===== src/rtl/fpsc_pkg.sv =====
package fpsc_pkg;

    localparam int unsigned EXP_W  = 8;
    localparam int unsigned FRAC_W = 23;
    localparam int unsigned WORD_W = EXP_W + FRAC_W + 1;

    // operand category decided from exponent and fraction fields
    typedef enum logic [2:0] {
        KIND_ZERO    = 3'd0,
        KIND_SUBNORM = 3'd1,
        KIND_NORMAL  = 3'd2,
        KIND_INF     = 3'd3,
        KIND_NAN     = 3'd4
    } opnd_kind_e;

    typedef struct packed {
        logic       sign;
        opnd_kind_e kind;
    } opnd_info_t;

endpackage


===== src/rtl/fpsc_classify.sv =====
module fpsc_classify
    import fpsc_pkg::*;
#(
    parameter int unsigned EXP_BITS  = EXP_W,
    parameter int unsigned FRAC_BITS = FRAC_W,
    localparam int unsigned WIDTH    = EXP_BITS + FRAC_BITS + 1
) (
    input  logic [WIDTH-1:0] word_in,
    output opnd_info_t       info_out
);

    logic [EXP_BITS-1:0]  exp_field;
    logic [FRAC_BITS-1:0] frac_field;
    logic                 exp_full;
    logic                 exp_empty;
    logic                 frac_empty;

    assign exp_field  = word_in[WIDTH-2 -: EXP_BITS];
    assign frac_field = word_in[FRAC_BITS-1:0];
    assign exp_full   = &exp_field;
    assign exp_empty  = ~|exp_field;
    assign frac_empty = ~|frac_field;

    always_comb begin
        info_out.sign = word_in[WIDTH-1];
        unique case ({exp_full, exp_empty})
            2'b10:   info_out.kind = frac_empty ? KIND_INF  : KIND_NAN;
            2'b01:   info_out.kind = frac_empty ? KIND_ZERO : KIND_SUBNORM;
            default: info_out.kind = KIND_NORMAL;
        endcase
    end

endmodule


===== src/rtl/fpsc_cancel.sv =====
module fpsc_cancel #(
    parameter int unsigned WIDTH = 32
) (
    input  logic [WIDTH-1:0] lhs,
    input  logic [WIDTH-1:0] rhs,
    output logic             opp_equal
);

    logic mag_match;
    logic sign_split;

    assign mag_match  = (lhs[WIDTH-2:0] == rhs[WIDTH-2:0]);
    assign sign_split = lhs[WIDTH-1] ^ rhs[WIDTH-1];
    assign opp_equal  = mag_match & sign_split;

endmodule


===== src/rtl/fpsc_merge.sv =====
module fpsc_merge
    import fpsc_pkg::*;
(
    input  opnd_info_t info_a,
    input  opnd_info_t info_b,
    input  logic       opp_equal,
    output logic       nan_flag,
    output logic       zero_flag
);

    logic any_nan;
    logic inf_clash;

    assign any_nan   = (info_a.kind == KIND_NAN) || (info_b.kind == KIND_NAN);
    assign inf_clash = (info_a.kind == KIND_INF) && (info_b.kind == KIND_INF)
                       && (info_a.sign != info_b.sign);

    always_comb begin
        nan_flag  = any_nan | inf_clash;
        zero_flag = opp_equal & ~any_nan;
    end

endmodule


===== src/rtl/fpsc_special_detect.sv =====
module fpsc_special_detect
    import fpsc_pkg::*;
#(
    parameter int unsigned EXP_BITS  = EXP_W,
    parameter int unsigned FRAC_BITS = FRAC_W,
    localparam int unsigned WIDTH    = EXP_BITS + FRAC_BITS + 1,
    localparam int unsigned N_OPND   = 2
) (
    input  logic [WIDTH-1:0] op_a,
    input  logic [WIDTH-1:0] op_b,
    output logic             sum_nan,
    output logic             sum_zero
);

    logic [WIDTH-1:0] opnd_vec [N_OPND];
    opnd_info_t       info_vec [N_OPND];
    logic             opp_equal;

    assign opnd_vec[0] = op_a;
    assign opnd_vec[1] = op_b;

    for (genvar gi = 0; gi < N_OPND; gi++) begin : g_cls
        fpsc_classify #(
            .EXP_BITS (EXP_BITS),
            .FRAC_BITS(FRAC_BITS)
        ) u_cls (
            .word_in (opnd_vec[gi]),
            .info_out(info_vec[gi])
        );
    end

    fpsc_cancel #(.WIDTH(WIDTH)) u_cancel (
        .lhs      (op_a),
        .rhs      (op_b),
        .opp_equal(opp_equal)
    );

    fpsc_merge u_merge (
        .info_a   (info_vec[0]),
        .info_b   (info_vec[1]),
        .opp_equal(opp_equal),
        .nan_flag (sum_nan),
        .zero_flag(sum_zero)
    );

endmodule


===== config.mk =====
export PLATFORM = sky130hd
export DESIGN_NAME = fpsc_special_detect
export DESIGN_NICKNAME = d
export VERILOG_FILES = /design/src/rtl/fpsc_pkg.sv /design/src/rtl/fpsc_classify.sv /design/src/rtl/fpsc_cancel.sv /design/src/rtl/fpsc_merge.sv /design/src/rtl/fpsc_special_detect.sv
export SDC_FILE = /design/constraint.sdc
export NUM_CORES = 1
export LEC_CHECK = 0
export BUFFER_PORTS_ARGS = -buffer_cell sky130_fd_sc_hd__buf_2
export CAP_MARGIN = 0
export CORE_MARGIN = 10
export CORE_UTILIZATION = 39
export DETAILED_ROUTE_END_ITERATION = 16
export PLACE_DENSITY = 0.85
export SYNTH_ARGS = -nofsm -noshare
export SYNTH_HDL_FRONTEND = slang
export SYNTH_SLANG_ARGS = --single-unit

===== constraint.sdc =====
create_clock -name vclk -period 1.98
set_clock_uncertainty 0.15 [all_clocks]
set_input_delay 0.099 -clock vclk [all_inputs]
set_output_delay 0.099 -clock vclk [all_outputs]
set_load 0.05 [all_outputs]

==> flow_summary_export.csv <==
group,metric,value,unit
logic_synthesis,yosysTopAreaCell,"xnor2_1",
routing,firstDrtPassIters,4,
routing,vias,1057,
run_status,status,"finished, violations left",
sta,whs,642,ps
global_routing,grt_start_max_net_pins,4,
sta,final-hold-violation-count,0,
power,ir_drop,0.122,mV
setup_path,critPathCaptureType,"primary output",
cells_and_area,num-nets-final,243,
sta,setup_viol,1,
logic_synthesis,syn_nets,158,
cells_and_area,num_antenna_cells,0,
place,placed_area,1190,um^2
cells_and_area,seq_cells,0,
cells_and_area,regArea,0,um^2
die,dieArea,3880,um^2
sta,slew_violations,0,
sta,period_share,101,%
logic_synthesis,synth.area.top_cells,"xnor2_1 36%, nand4_1 11%, nor4_1 9.9%",
setup_path,required,1730,ps
cells_and_area,area_delta_synth_final,82.2,%
die,core_area,1710,um^2
logic_synthesis,syn_inst,90,
place,dp_hpwl,2800,um
sta,clock.fmax,502,MHz
die,rows,15,
sta,setup_slack,-11.1,ps
routing,drt_wl_total,3250,um
cts,postCtsHoldBufs,0,
run_status,failed_checks,"negative setup slack",
job,cap_violations,0,
sta,rsz0062_at_grt,"yes",
power,powerDensity,172,nW/um^2
routing,wl_per_cell,16.4,um
die,pin_count,66,
cells_and_area,clock_buffers,0,
die,dieHeight,62.3,um
cells_and_area,final_common_cell,"buf_2",
sta,slew_headroom,78.6,%
routing,post-route-drc-count,0,
place,post-place-ws,-120,ps
global_routing,grt_pass1_wl,5490,um
sta,fin_tns_setup,-11.1,ps
setup_path,crit_fanout,2,
place,port_buffers,66,
logic_synthesis,yosysUniqueCellTypes,22,
routing,vias_per_cell,5.34,
die,die_x,62.3,um
logic_synthesis,synth_top_area_share,36.4,%
place,gp_routability_congestion,0.848,
logic_synthesis,syn_area,697,um^2
cells_and_area,drive_gt1_share,57.2,%
routing,drt-initial-drc-count,20,
logic_synthesis,seq_area_frac_synth,0,%
logic_synthesis,ys_warn_count,0,
sta,worstMarginPinSlew,317,ps
global_routing,grt.total_usage,15.7,%
logic_synthesis,syn_avg_cell_area,7.74,um^2
power,p_leak,0.000507,uW
cells_and_area,final_area,1270,um^2
die,start_util,40.8,%
global_routing,antenna_found_initial,0,
setup_path,crit_type,"input pin to primary output",
sta,final.min_clock_period,1990,ps
hold_path,hp-class,"input pin to primary output",
setup_path,cp-start-kind,"input pin",
global_routing,grt-ovfl-total,0,
setup_path,arrival,1740,ps
global_routing,grt_pass1_vias,1258,
cells_and_area,layout_common_cells,"61 x buf_2, 29 x xnor2_1, 17 x buf_4",
routing,ant_nets,0,
-- Yosys cell counts --
master / count
o31ai_2: 1
nor2_1: 4
o21ai_1: 1
nand2_1: 2
or4_4: 2
nand4_1: 12
ha_1: 4
or4_1: 3
inv_2: 1
nor2_2: 2
and3_1: 1
nand4_4: 1
nor4_1: 11
nor4_2: 1
nor2_4: 1
o31a_1: 1
o211ai_1: 2
xnor2_1: 29
inv_1: 3
xor2_1: 3
mux2i_1: 2
nor3_1: 3
-- critical path: stages --
cell and delay, ps:
buf_6 90, or4_4 540, nor2_4 160, ha_4 150, nor2_2 30, o211ai_1 80
o31a_1 230, and3_4 210, buf_8 140
-- layout make-up --
type / instances / area [um^2]
timing repair buffer: 83 / 493
multi-input combinational: 86 / 731
inverter: 4 / 15.0
tap: 25 / 31.3
fill: 139 / 438
-- metal layers --
layer	GRT usage (%)	wire length (um)	up-vias
met2	28.6	1640	53
met1	18.9	1360	485
met5	0	0	-
li1	-	-	515
met4	1.96	42	0
met3	2.69	203	4
-- metrics by stage --
stage | cells | utilization (%) | total power [uW]
finish | 198 | 74.4 | 219
global route | 198 | 74.4 | 239
CTS | 197 | 72.4 | 214
detailed placement | 197 | 69.5 | 209
global placement | 197 | 69.5 | 202
floorplan | 90 | - | 81.2
-- report_power, final --
| group | total, uW | internal (uW) | switching (uW) |
|---|---|---|---|
| clock network | 0 | 0 | 0 |
| registers | 0 | 0 | 0 |
| logic | 219 | 121 | 98.0 |
-- cell families after synthesis --
| family | share of synthesized area [%] |
|---|---|
| AND/OR/NAND/NOR | 41.7 |
| XOR/XNOR | 40.2 |
| AO/OA/AOI/OAI | 5.92 |
| adder cells (fa/ha/maj) | 7.18 |
| buffers and inverters | 2.15 |
| multiplexers | 2.87 |
-- repair_timing --
item | 4_1_cts | 5_1_grt
pin swaps | 8 | 5
gates resized for setup | 10 | 6
buffers inserted | 0 | 1
endpoints found under the setup margin | 2 | 2
-- final timing paths --
| path | start | end | cells after the start |
|---|---|---|---|
| setup / recovery | op_a[29] | sum_zero | 9 |
| hold / removal | op_b[3] | sum_zero | 6 |
Note: power is estimated with default switching activity, not from simulation.
